[src/rtl/serial_mem_slave_pkg.sv]
package serial_mem_slave_pkg;

  // Fixed upper five bits of the select byte.
  localparam logic [4:0] SEL_PREFIX = 5'b10100;

  typedef enum logic [2:0] {
    ST_IDLE,   // ignoring the bus until START
    ST_SEL,    // shifting in the select byte
    ST_AHI,    // word address, high byte
    ST_ALO,    // word address, low byte
    ST_WDAT,   // write data bytes
    ST_RDAT,   // read data bytes
    ST_HOLD    // master declined, wait for framing
  } bus_st_e;

endpackage

[src/rtl/bus_sampler.sv]
module bus_sampler #(
  parameter int STAGES = 2
) (
  input  logic clk,
  input  logic rst_n,
  input  logic scl_raw,
  input  logic sda_raw,
  output logic sda_lvl,
  output logic scl_rise,
  output logic scl_fall,
  output logic start_det,
  output logic stop_det
);

  logic [STAGES-1:0] scl_sh_q;
  logic [STAGES-1:0] sda_sh_q;
  logic              scl_prev_q;
  logic              sda_prev_q;
  logic              scl_now;

  // Idle bus is high, so the chain resets high.
  always_ff @(posedge clk or negedge rst_n) begin
    if (!rst_n) begin
      scl_sh_q   <= '1;
      sda_sh_q   <= '1;
      scl_prev_q <= 1'b1;
      sda_prev_q <= 1'b1;
    end else begin
      scl_sh_q   <= {scl_sh_q[STAGES-2:0], scl_raw};
      sda_sh_q   <= {sda_sh_q[STAGES-2:0], sda_raw};
      scl_prev_q <= scl_sh_q[STAGES-1];
      sda_prev_q <= sda_sh_q[STAGES-1];
    end
  end

  assign scl_now   = scl_sh_q[STAGES-1];
  assign sda_lvl   = sda_sh_q[STAGES-1];
  assign scl_rise  = scl_now & ~scl_prev_q;
  assign scl_fall  = ~scl_now & scl_prev_q;
  assign start_det = scl_now & scl_prev_q & sda_prev_q & ~sda_lvl;
  assign stop_det  = scl_now & scl_prev_q & ~sda_prev_q & sda_lvl;

endmodule

[src/rtl/word_ptr.sv]
module word_ptr #(
  parameter int AW = 15
) (
  input  logic          clk,
  input  logic          rst_n,
  input  logic          load_en,
  input  logic [AW-1:0] load_val,
  input  logic          step_en,
  output logic [AW-1:0] ptr
);

  logic [AW-1:0] ptr_q;
  logic [AW-1:0] ptr_d;

  always_comb begin
    ptr_d = ptr_q;
    if (load_en) begin
      ptr_d = load_val;
    end else if (step_en) begin
      ptr_d = ptr_q + {{(AW-1){1'b0}}, 1'b1};
    end
  end

  always_ff @(posedge clk or negedge rst_n) begin
    if (!rst_n) begin
      ptr_q <= '0;
    end else if (load_en || step_en) begin
      ptr_q <= ptr_d;
    end
  end

  assign ptr = ptr_q;


  ptr_wrap_chk: assert property (@(posedge clk) disable iff (!rst_n)
    (step_en && !load_en && (ptr_q == '1)) |=> (ptr_q == '0));


  ptr_step_chk: assert property (@(posedge clk) disable iff (!rst_n)
    (step_en && !load_en) |=> (ptr_q == AW'($past(ptr_q) + 1'b1)));

endmodule

[src/rtl/xfer_engine.sv]
module xfer_engine
  import serial_mem_slave_pkg::*;
#(
  parameter int AW = 15
) (
  input  logic          clk,
  input  logic          rst_n,
  input  logic          sda_lvl,
  input  logic          scl_rise,
  input  logic          scl_fall,
  input  logic          start_det,
  input  logic          stop_det,
  input  logic [1:0]    strap,
  input  logic          prog_busy,
  input  logic [7:0]    rdata,
  output logic          sda_oe,
  output logic          mem_rd,
  output logic          mem_wr,
  output logic [7:0]    wdata,
  output logic          ptr_load,
  output logic [AW-1:0] ptr_load_val,
  output logic          ptr_step
);

  localparam int          HI_W    = AW - 8;
  localparam logic [3:0]  BIT_ACK = 4'd8;
  localparam logic [3:0]  BIT_END = 4'd9;

  bus_st_e         st_q, st_d;
  logic [3:0]      cnt_q, cnt_d;
  logic [7:0]      rx_q, rx_d;
  logic [7:0]      tx_q, tx_d;
  logic [7:0]      buf_q, buf_d;
  logic [HI_W-1:0] hi_q, hi_d;
  logic            oe_q, oe_d;
  logic            rd_q, rd_d;
  logic            wr_q, wr_d;
  logic            cap_q;
  logic            rnw_q, rnw_d;
  logic            mack_q, mack_d;
  logic            sel_hit;
  logic            rx_phase;

  assign sel_hit  = (rx_q[7:3] == SEL_PREFIX) && (rx_q[2:1] == strap) && !prog_busy;
  assign rx_phase = (st_q == ST_SEL) || (st_q == ST_AHI) ||
                    (st_q == ST_ALO) || (st_q == ST_WDAT);

  // Next-state logic
  always_comb begin
    st_d         = st_q;
    cnt_d        = cnt_q;
    rx_d         = rx_q;
    tx_d         = tx_q;
    hi_d         = hi_q;
    oe_d         = oe_q;
    rd_d         = 1'b0;
    wr_d         = 1'b0;
    rnw_d        = rnw_q;
    mack_d       = mack_q;
    buf_d        = cap_q ? rdata : buf_q;
    ptr_load     = 1'b0;
    ptr_load_val = {hi_q, rx_q};

    if (start_det) begin
      st_d  = ST_SEL;
      cnt_d = '0;
      oe_d  = 1'b0;
    end else if (stop_det) begin
      st_d  = ST_IDLE;
      cnt_d = '0;
      oe_d  = 1'b0;
    end else if (rx_phase) begin
      if (scl_rise) begin
        if (cnt_q < BIT_ACK) begin
          rx_d  = {rx_q[6:0], sda_lvl};
          cnt_d = cnt_q + 4'd1;
        end else if (cnt_q == BIT_ACK) begin
          cnt_d = BIT_END;
        end
      end
      if (scl_fall && (cnt_q == BIT_ACK)) begin
        oe_d = 1'b1;
        case (st_q)
          ST_SEL: begin
            if (sel_hit) begin
              rnw_d = rx_q[0];
              rd_d  = rx_q[0];
            end else begin
              oe_d  = 1'b0;
              st_d  = ST_IDLE;
              cnt_d = '0;
            end
          end
          ST_AHI:  hi_d     = rx_q[HI_W-1:0];
          ST_ALO:  ptr_load = 1'b1;
          default: wr_d     = 1'b1;
        endcase
      end else if (scl_fall && (cnt_q == BIT_END)) begin
        oe_d  = 1'b0;
        cnt_d = '0;
        case (st_q)
          ST_SEL: begin
            if (rnw_q) begin
              st_d = ST_RDAT;
              tx_d = buf_q;
              oe_d = ~buf_q[7];
            end else begin
              st_d = ST_AHI;
            end
          end
          ST_AHI:  st_d = ST_ALO;
          default: st_d = ST_WDAT;
        endcase
      end
    end else if (st_q == ST_RDAT) begin
      if (scl_rise) begin
        if (cnt_q < BIT_ACK) begin
          cnt_d = cnt_q + 4'd1;
        end else if (cnt_q == BIT_ACK) begin
          cnt_d  = BIT_END;
          mack_d = ~sda_lvl;
          rd_d   = ~sda_lvl;
        end
      end
      if (scl_fall) begin
        if ((cnt_q >= 4'd1) && (cnt_q < BIT_ACK)) begin
          tx_d = {tx_q[6:0], 1'b0};
          oe_d = ~tx_q[6];
        end else if (cnt_q == BIT_ACK) begin
          oe_d = 1'b0;
        end else if (cnt_q == BIT_END) begin
          cnt_d = '0;
          if (mack_q) begin
            tx_d = buf_q;
            oe_d = ~buf_q[7];
          end else begin
            st_d = ST_HOLD;
            oe_d = 1'b0;
          end
        end
      end
    end
  end

  // State registers
  always_ff @(posedge clk or negedge rst_n) begin
    if (!rst_n) begin
      st_q   <= ST_IDLE;
      cnt_q  <= '0;
      rx_q   <= '0;
      tx_q   <= '0;
      buf_q  <= '0;
      hi_q   <= '0;
      oe_q   <= 1'b0;
      rd_q   <= 1'b0;
      wr_q   <= 1'b0;
      cap_q  <= 1'b0;
      rnw_q  <= 1'b0;
      mack_q <= 1'b0;
    end else begin
      st_q   <= st_d;
      cnt_q  <= cnt_d;
      rx_q   <= rx_d;
      tx_q   <= tx_d;
      buf_q  <= buf_d;
      hi_q   <= hi_d;
      oe_q   <= oe_d;
      rd_q   <= rd_d;
      wr_q   <= wr_d;
      cap_q  <= rd_q;
      rnw_q  <= rnw_d;
      mack_q <= mack_d;
    end
  end

  assign sda_oe   = oe_q;
  assign mem_rd   = rd_q;
  assign mem_wr   = wr_q;
  assign wdata    = rx_q;
  assign ptr_step = rd_q | wr_q;


  busy_nak_chk: assert property (@(posedge clk) disable iff (!rst_n)
    ((st_q == ST_SEL) && scl_fall && (cnt_q == BIT_ACK) && prog_busy) |=> !sda_oe);


  oe_edge_chk: assert property (@(posedge clk) disable iff (!rst_n)
    !$stable(oe_q) |-> $past(scl_fall || start_det || stop_det));


  wr_pulse_chk: assert property (@(posedge clk) disable iff (!rst_n)
    mem_wr |=> !mem_wr);


  hold_quiet_chk: assert property (@(posedge clk) disable iff (!rst_n)
    (st_q == ST_HOLD) |-> (!sda_oe && !mem_rd));


  strobe_excl_chk: assert property (@(posedge clk) disable iff (!rst_n)
    !(mem_rd && mem_wr));

endmodule

[src/rtl/serial_mem_slave.sv]
module serial_mem_slave #(
  parameter int AW          = 15,
  parameter int SYNC_STAGES = 2
) (
  input  logic          clk,
  input  logic          rst_n,
  input  logic          scl_i,
  input  logic          sda_i,
  output logic          sda_oe,
  input  logic [1:0]    strap_sel,
  input  logic          prog_busy,
  output logic [AW-1:0] mem_addr,
  output logic          mem_rd,
  output logic          mem_wr,
  output logic [7:0]    mem_wdata,
  input  logic [7:0]    mem_rdata
);

  logic [1:0]    rst_pipe_q;
  logic          rst_int_n;
  logic          sda_lvl;
  logic          scl_rise;
  logic          scl_fall;
  logic          start_det;
  logic          stop_det;
  logic          ptr_load;
  logic [AW-1:0] ptr_load_val;
  logic          ptr_step;

  // Asserted at once, released after two clocks.
  always_ff @(posedge clk or negedge rst_n) begin
    if (!rst_n) begin
      rst_pipe_q <= '0;
    end else begin
      rst_pipe_q <= {rst_pipe_q[0], 1'b1};
    end
  end
  assign rst_int_n = rst_pipe_q[1];

  bus_sampler #(
    .STAGES (SYNC_STAGES)
  ) sampler_i (
    .clk       (clk),
    .rst_n     (rst_int_n),
    .scl_raw   (scl_i),
    .sda_raw   (sda_i),
    .sda_lvl   (sda_lvl),
    .scl_rise  (scl_rise),
    .scl_fall  (scl_fall),
    .start_det (start_det),
    .stop_det  (stop_det)
  );

  xfer_engine #(
    .AW (AW)
  ) engine_i (
    .clk          (clk),
    .rst_n        (rst_int_n),
    .sda_lvl      (sda_lvl),
    .scl_rise     (scl_rise),
    .scl_fall     (scl_fall),
    .start_det    (start_det),
    .stop_det     (stop_det),
    .strap        (strap_sel),
    .prog_busy    (prog_busy),
    .rdata        (mem_rdata),
    .sda_oe       (sda_oe),
    .mem_rd       (mem_rd),
    .mem_wr       (mem_wr),
    .wdata        (mem_wdata),
    .ptr_load     (ptr_load),
    .ptr_load_val (ptr_load_val),
    .ptr_step     (ptr_step)
  );

  word_ptr #(
    .AW (AW)
  ) ptr_i (
    .clk      (clk),
    .rst_n    (rst_int_n),
    .load_en  (ptr_load),
    .load_val (ptr_load_val),
    .step_en  (ptr_step),
    .ptr      (mem_addr)
  );

endmodule

[config.mk]
export PLATFORM = sky130hd
export DESIGN_NAME = serial_mem_slave
export DESIGN_NICKNAME = d
export VERILOG_FILES = /design/src/rtl/serial_mem_slave_pkg.sv /design/src/rtl/bus_sampler.sv /design/src/rtl/word_ptr.sv /design/src/rtl/xfer_engine.sv /design/src/rtl/serial_mem_slave.sv
export SDC_FILE = /design/constraint.sdc
export NUM_CORES = 1
export LEC_CHECK = 0
export BUFFER_PORTS_ARGS = -buffer_cell sky130_fd_sc_hd__buf_4
export CAP_MARGIN = 20
export CORE_MARGIN = 2
export CORE_UTILIZATION = 47
export DETAILED_ROUTE_END_ITERATION = 7
export PLACE_DENSITY = 0.79
export SLEW_MARGIN = 20
export SYNTH_ARGS = -nofsm -noshare
export SYNTH_HDL_FRONTEND = slang
export SYNTH_HIERARCHICAL = 1
export SYNTH_SLANG_ARGS = --single-unit
[constraint.sdc]
create_clock -name clk -period 3.4 [get_ports clk]
set_clock_uncertainty 0.2 [all_clocks]
set_input_delay 0.51 -clock clk [delete_from_list [all_inputs] [get_ports clk]]
set_output_delay 0.51 -clock clk [all_outputs]
set_load 0.01 [all_outputs]
==> summary.md, run 1 <==
| Metric | Value |
|---|---|
| Class of the tightest hold or removal check | `input pin to flip-flop` |
| Total area of multi-input combinational cells | `0.00158 mm^2` |
| Total area of sequential cells | `0.00166 mm^2` |
| Final total negative setup slack | `0 ns` |
| Yosys warns | `6` |
| Core box area | `0.00714 mm^2` |
| Number of nets at the end of the flow | `373` |
| Seq/Total Area, Yosys | `0.486` |
| Vertical extent of the die | `89.3 um` |
| Post-synth cell types | `52` |
| Antenna violations before repair | `0` |
| Setup repair after global routing missed its margin | `no` |
| Static Leakage | `1.78 nW` |
| Synth top area cells | `sky130_fd_sc_hd__dfrtp_1 44%, sky130_fd_sc_hd__mux2_2 5.6%, sky130_fd_sc_hd__dfstp_2 4.6%` |
| Worst setup margin | `0.789 ns` |
| Effective utilization at floorplan | `0.479` |
| Total routing usage reported by global routing | `0.195` |
| Pin count of the biggest net entering global routing | `34` |
| Wire length per cell | `15.9 um` |
| Total number of vias | `2600` |
| Clock tree root buffer cell | `sky130_fd_sc_hd__clkbuf_8` |
| Largest delay share family, worst path | `simple AND/OR/NAND/NOR gates` |
| Power after layout | `0.00280 W` |
| GR Overflow Total | `0` |
| Insertion delay to the later sink of the worst-skew pair | `0.33 ns` |
| Clock tree from TritonCTS | `done` |
| Cell at the slowest stage of the critical path | `sky130_fd_sc_hd__or4_1` |
| Headroom to the max-slew limit | `0.561` |
| CTS H-tree lvls | `3` |
| Critical Path Max Stage Delay | `0.74 ns` |
| Count of flip-flops with a built-in enable after synthesis | `0` |
| Placed cell count | `441` |
| Async S/R FF share, synth | `1.00` |
| Critical path startpoint | `engine_i/st_q[2]` |
| Via count normalized by instance count | `5.69` |
| Final Cycle Share | `0.768` |
| Leading register cell type out of synthesis | `sky130_fd_sc_hd__dfrtp_1` |
| Peak Freq | `383 MHz` |
| Synth-to-layout area growth | `14.2%` |
| Non-filler cells, final | `457` |
| Final min period | `2.61 ns` |
| Synth Register Bits | `66` |
| Worst hold start | `sda_i` |
| Library cell occupying the most area in the post-synthesis netlist | `sky130_fd_sc_hd__dfrtp_1` |
| Transition time at the pin with the least slew margin | `0.659 ns` |
| Critical Path RT | `3.42 ns` |
| Worst Setup End Kind | `flip-flop` |
| Final ANT Viol Nets | `0` |
| Post-layout util | `0.547` |
| Number of ports placed on the die boundary | `41` |
| Number of instances in the synthesized netlist | `321` |
| CP max FO | `17` |
| Gp weighted congestion | `0.957` |
| Critical path class | `flip-flop to flip-flop` |
| Number of post-CTS setup repair buffers | `0` |
| Share of layout cells above drive strength 1 | `0.263` |
| Clock slew seen by the registers of the worst setup and hold paths | `0.06 ns` |
| CTS sink count | `66` |
| Setup-violating endpoint count in the final report | `0` |
| Total nets after synthesis | `340` |
| Slew Limit Fails | `0` |
| Total number of placement rows | `31` |
| Max-cap violation count | `0` |
| Run status | `finished, final reports clean` |
| Number of design-rule violations left by the first detailed-router iteration | `172` |
| Worst path bufs/invs | `0` |
| Netlist area before placement | `0.00342 mm^2` |
| DRC | `0` |
| Startpoint of the worst register-to-register path | `engine_i/st_q[2]` |
| X dimension of the die | `89.3 um` |
| Largest voltage drop on the vdd net | `0.000400 V` |
| Arrival time at the worst endpoint | `2.63 ns` |
| Area enclosed by the die boundary | `0.00797 mm^2` |
| Crit path cell chain | `or3_4 > nand2_4 > nor2_2 > or4_1 > mux2_4` |
| Number of fillers in the final layout | `642` |
| Final wirelength | `7270 um` |
| Number of port buffers | `40` |
| Number of buffers inserted during clock tree synthesis | `9` |
| Vias in the first global route | `2483` |
| Synthesized area per cell | `10.6 um^2` |
| Pre-antenna DRT Iters | `5` |
| DP Wirelength | `5070 um` |
| Critical Path Source Type | `flip-flop` |
| Ratio of total power to cell area | `717 mW/mm^2` |
| Setup WS pre-CTS | `0.811 ns` |
| Clock buffer depth | `2` |
| Number of failing hold endpoints at the final stage | `0` |
| First-pass GRT wire length | `11800 um` |
| ANT cells | `0` |
| Area share of the largest cell type after synthesis | `0.440` |
what timing repair did:
action / CTS / global route
resized for setup: 0 / 0
hold buffers: 1 / 0
hold endpoints to repair: 2 / 0
synth_stat cells (9+ instances only):
cell type                 count
sky130_fd_sc_hd__a21oi_1     10
sky130_fd_sc_hd__a31oi_1     15
sky130_fd_sc_hd__buf_4       10
sky130_fd_sc_hd__dfrtp_1     60
sky130_fd_sc_hd__inv_1        9
sky130_fd_sc_hd__mux2_1      14
sky130_fd_sc_hd__mux2_2      17
sky130_fd_sc_hd__nand2_1     32
sky130_fd_sc_hd__nor2_1      22
sky130_fd_sc_hd__o21ai_0     15
registers in the layout (all words and copies together), names as in the netlist:
signal and cells:
engine_i/hi_q 7, engine_i/mack_q 1, rst_pipe_q 2, engine_i/wdata 8, engine_i/buf_q 8, engine_i/cnt_q 4
engine_i/st_q 3, engine_i/tx_q 7, engine_i/mem_rd 1, engine_i/sda_oe 1, engine_i/cap_q 1, engine_i/mem_wr 1
sampler_i/sda_prev_q 1, ptr_i/ptr 15, engine_i/rnw_q 1, sampler_i/sda_sh_q 2, sampler_i/scl_prev_q 1, sampler_i/scl_sh_q 2
routing by layer:
layer | vias to the layer above | GRT usage | routed length (um)
met2 | 90 | 0.314 | 3570
li1 | 1223 | - | -
met5 | - | 0 | 0
met4 | 0 | 0.0692 | 108
met3 | 11 | 0.0582 | 333
met1 | 1276 | 0.251 | 3260
layout by cell type (no fill, tap or decap), types with 9 or more instances in the layout:
| cell type | synthesis | layout |
|---|---|---|
| sky130_fd_sc_hd__a21oi_1 | 10 | 10 |
| sky130_fd_sc_hd__a31oi_1 | 15 | 15 |
| sky130_fd_sc_hd__buf_4 | 10 | 43 |
| sky130_fd_sc_hd__clkbuf_8 | 0 | 11 |
| sky130_fd_sc_hd__dfrtp_1 | 60 | 59 |
| sky130_fd_sc_hd__inv_1 | 9 | 9 |
| sky130_fd_sc_hd__mux2_1 | 14 | 14 |
| sky130_fd_sc_hd__mux2_2 | 17 | 17 |
| sky130_fd_sc_hd__nand2_1 | 32 | 32 |
| sky130_fd_sc_hd__nor2_1 | 22 | 22 |
| sky130_fd_sc_hd__o21ai_0 | 15 | 15 |
report_power, final:
| group | internal [W] | switching (W) |
|---|---|---|
| logic | 0.000466 | 0.000471 |
| clock network | 0.000300 | 0.000278 |
| registers | 0.000987 | 0.000297 |
kinds of logic (layout without fill, tap and decap cells):
kind of cell	Yosys count	after routing	share of synthesized area
and+or+nand+nor	112	112	0.182
DFF	66	66	0.486
AOI/OAI and AO/OA	59	59	0.108
muxes	41	41	0.139
buffers and inverters	31	68	0.0520
xor gates and xnor gates	7	7	0.0179
adders and majority gates	4	4	0.0147
other	1	1	0.00110
per-stage QoR:
step | instance area (um^2) | hold slack [ns]
2_1_floorplan | 3420 | 0.0144
3_3_place_gp | 3720 | 0.0917
3_5_place_dp | 3720 | 0.0971
4_1_cts | 3900 | 0.0667
5_1_grt | 3900 | 0.0576
6_report | 3900 | 0.0827
area by class of cell:
| cell class | count | area share |
|---|---|---|
| inverters | 9 | 0.00866 |
| flip-flops and latches | 66 | 0.426 |
| repair buffers | 44 | 0.0853 |
| clock inverters | 2 | 0.00321 |
| clock buffers | 13 | 0.0407 |
| multi-input cells | 224 | 0.405 |
| well taps | 99 | 0.0318 |
final timing paths:
check | endpoint | slack (ns) | cells past startpoint
worst max-delay path | engine_i/tx_q[5] | 0.79 | 5
worst min-delay path | sampler_i/sda_sh_q[0] | 0.08 | 1
worst max register to register | engine_i/tx_q[5] | 0.79 | 5
worst min register to register | engine_i/mem_rd | 0.10 | 0
max in group asynchronous | engine_i/wdata[6] | 2.03 | 1
min in group asynchronous | engine_i/mem_rd | 0.10 | 0
(Power assumes the default switching activity.)
==> run 2, diff against run 1 <==
Clock period 3.4 ns to 2.54 ns, I/O delays scaled along.
==> run 2 against run 1 <==
Design area is 5.5% higher. Core utilization grew 3.0 points. Maximum frequency rose by 10%. Die area unchanged. Wire length is 6.3% higher. Global-route usage is 1.1 points higher. Critical endpoint is now ptr_i/ptr[7]. Combinational power rose by 56%. First-iteration DRC count is 44% higher.
==> summary.md, run 2 (synthesized netlist as in run 1, its figures left out) <==
| Metric | Value |
|---|---|
| Placed cell count | `453 (+2.7%)` |
| Slew Limit Fails | `0 (unchanged)` |
| DP Wirelength | `5300 um (+4.4%)` |
| Number of fillers in the final layout | `620 (-3.4%)` |
| X dimension of the die | `89.3 um (unchanged)` |
| Clock buffer depth | `2 (unchanged)` |
| Arrival time at the worst endpoint | `2.39 ns (-0.24 ns)` |
| Clock slew seen by the registers of the worst setup and hold paths | `0.07 ns (about the same)` |
| Ratio of total power to cell area | `966 mW/mm^2 (+35%)` |
| Top library cells by usage in the layout, fill and taps aside | `59 x sky130_fd_sc_hd__dfrtp_1, 53 x sky130_fd_sc_hd__buf_4, 32 x sky130_fd_sc_hd__nand2_1` |
| Final ANT Viol Nets | `0 (unchanged)` |
| Core box area | `0.00714 mm^2 (unchanged)` |
| Total number of placement rows | `31 (unchanged)` |
| Largest delay share family, worst path | `simple AND/OR/NAND/NOR gates` |
| Effective utilization at floorplan | `0.479 (unchanged)` |
| Gp weighted congestion | `0.929 (-2.9%)` |
| Number of buffers inserted during clock tree synthesis | `9 (unchanged)` |
| Clock tree root buffer cell | `sky130_fd_sc_hd__clkbuf_8` |
| Setup-violating endpoint count in the final report | `0 (unchanged)` |
| Critical Path Source Type | `flip-flop` |
| Worst path bufs/invs | `3 (+3)` |
| Wire length per cell | `16.3 um (+2.5%)` |
| Number of failing hold endpoints at the final stage | `0 (unchanged)` |
| Non-filler cells, final | `474 (+3.7%)` |
| Cell at the slowest stage of the critical path | `sky130_fd_sc_hd__dfrtp_1` |
| Number of ports placed on the die boundary | `41 (unchanged)` |
| Most common cell after layout, fill and taps aside | `sky130_fd_sc_hd__dfrtp_1` |
| Pin count of the biggest net entering global routing | `49 (+44%)` |
| Synth-to-layout area growth | `20.5%` |
| ANT cells | `0 (unchanged)` |
| Number of design-rule violations left by the first detailed-router iteration | `247 (+44%)` |
| Area enclosed by the die boundary | `0.00797 mm^2 (unchanged)` |
| Crit path cell chain | `inv_1 > ha_4 > and4b_1 > nand2_1 > nor3_2 > buf_6 > clkinvlp_4 > nor2_1 > a31oi_1` |
| Max-cap violation count | `0 (unchanged)` |
| Final total negative setup slack | `0 ns (unchanged)` |
| Total area of sequential cells | `0.00166 mm^2 (unchanged)` |
| Antenna violations before repair | `0 (unchanged)` |
| Pre-antenna DRT Iters | `5 (unchanged)` |
| Insertion delay to the later sink of the worst-skew pair | `0.34 ns (about the same)` |
| Share of layout cells above drive strength 1 | `0.307 (+0.0441)` |
| Number of flip-flops under the largest register name | `15 (unchanged)` |
| Total number of vias | `2752 (+5.8%)` |
| Peak Freq | `422 MHz (+10%)` |
| DRC | `0 (unchanged)` |
| Vias in the first global route | `2614 (+5.3%)` |
| Number of nets at the end of the flow | `389 (+4.3%)` |
| First-pass GRT wire length | `12600 um (+6.3%)` |
| Class of the tightest hold or removal check | `flip-flop to async pin` |
| Final Cycle Share | `0.934 (+0.166)` |
| Number of port buffers | `40 (unchanged)` |
| Critical path class | `flip-flop to flip-flop` |
| Critical Path Max Stage Delay | `0.46 ns (-0.28 ns)` |
| Final min period | `2.37 ns (-0.239 ns)` |
| Static Leakage | `1.88 nW (+5.5%)` |
| Total area of multi-input combinational cells | `0.00162 mm^2 (+2.5%)` |
| Setup repair after global routing missed its margin | `yes` |
| Via count normalized by instance count | `5.81 (+2.0%)` |
| Largest voltage drop on the vdd net | `0.000604 V (+51%)` |
| CTS sink count | `66 (unchanged)` |
| Clock tree from TritonCTS | `done` |
| Total routing usage reported by global routing | `0.206 (+0.0111)` |
| Final wirelength | `7730 um (+6.3%)` |
| Vertical extent of the die | `89.3 um (unchanged)` |
| Worst Setup End Kind | `flip-flop` |
| Critical Path RT | `2.56 ns (-0.86 ns)` |
| CTS H-tree lvls | `3 (unchanged)` |
| Run status | `finished, final reports clean` |
| GR Overflow Total | `0 (unchanged)` |
| CP max FO | `11 (-6)` |
-- run 2: cell count changes in the layout (fill, tap and decap cells not counted), sizes merged --
cell / previous run / this run
clkbuf: 13 / 14
dlygate4sd3: 1 / 3
bufinv: 0 / 1
inv: 9 / 8
clkinvlp: 1 / 2
buf: 43 / 55
clkdlybuf4s15: 0 / 1
-- run 2: stage by stage --
stage	util	area [um^2]	hold slack [ns]	power, W	worst slack [ns]
floorplan	-	3420	-0.115	0.00257	0.126
global placement	0.536	3820	-0.0367	0.00299	0.153
detailed placement	0.536	3820	-0.0314	0.00305	0.0639
CTS	0.567	4050	0.0210	0.00394	0.0384
global route	0.577	4120	0.0433	0.00424	-0.0129
finish	0.577	4120	0.00165	0.00398	0.168
-- run 2: worst paths after layout --
check | start | end | slack, ns | cells past startpoint
setup / recovery | engine_i/cnt_q[0] | ptr_i/ptr[7] | 0.17 | 9
hold / removal | rst_pipe_q[1] | engine_i/buf_q[2] | 0.002 | 0
setup reg to reg | engine_i/cnt_q[0] | ptr_i/ptr[7] | 0.17 | 9
hold reg to reg | rst_pipe_q[1] | engine_i/buf_q[2] | 0.002 | 0
max in group asynchronous | rst_pipe_q[1] | sampler_i/sda_sh_q[0] | 1.50 | 1
min in group clk | mem_rdata[1] | engine_i/buf_q[1] | 0.07 | 2
-- run 2: worst reg2reg max path, delay by kind of cell, from the launching register on --
family,cells,cell delay [ns]
compound gates,1,0.05
fa+ha+maj,1,0.20
buf+inv,3,0.54
flops,1,0.46
simple gates,4,0.79
-- run 2: power breakdown --
| group | total [W] | internal, W | switching (W) |
|---|---|---|---|
| clock network | 0.000876 | 0.000507 | 0.000370 |
| logic | 0.00146 | 0.000716 | 0.000744 |
| registers | 0.00164 | 0.00132 | 0.000320 |
| total | 0.00398 | 0.00255 | 0.00143 |
-- run 2: layout make-up --
class,instances,share of cell area
clock inverters,2,0.00851
clock buffers,14,0.0395
repair inverters,1,0.00182
well taps,99,0.0301
inverters,9,0.00912
flip-flops and latches,66,0.403
repair buffers,59,0.114
multi-input cells,224,0.393
-- run 2: layer usage --
| layer | wire length, um | vias up | global-route usage | part of all wire |
|---|---|---|---|---|
| met4 | 157 | 0 | 0.0787 | 0.020 |
| li1 | - | 1258 | - | - |
| met5 | 0 | - | 0 | 0 |
| met2 | 3760 | 130 | 0.343 | 0.49 |
| met3 | 473 | 19 | 0.0471 | 0.061 |
| met1 | 3340 | 1345 | 0.263 | 0.43 |
-- run 2: repair_timing --
item / in CTS / in global routing
hold buffers: 3 / 0
endpoints found under the setup margin: 0 / 15
buffers inserted: 0 / 0
hold endpoints to repair: 4 / 0
gates resized for setup: 0 / 12
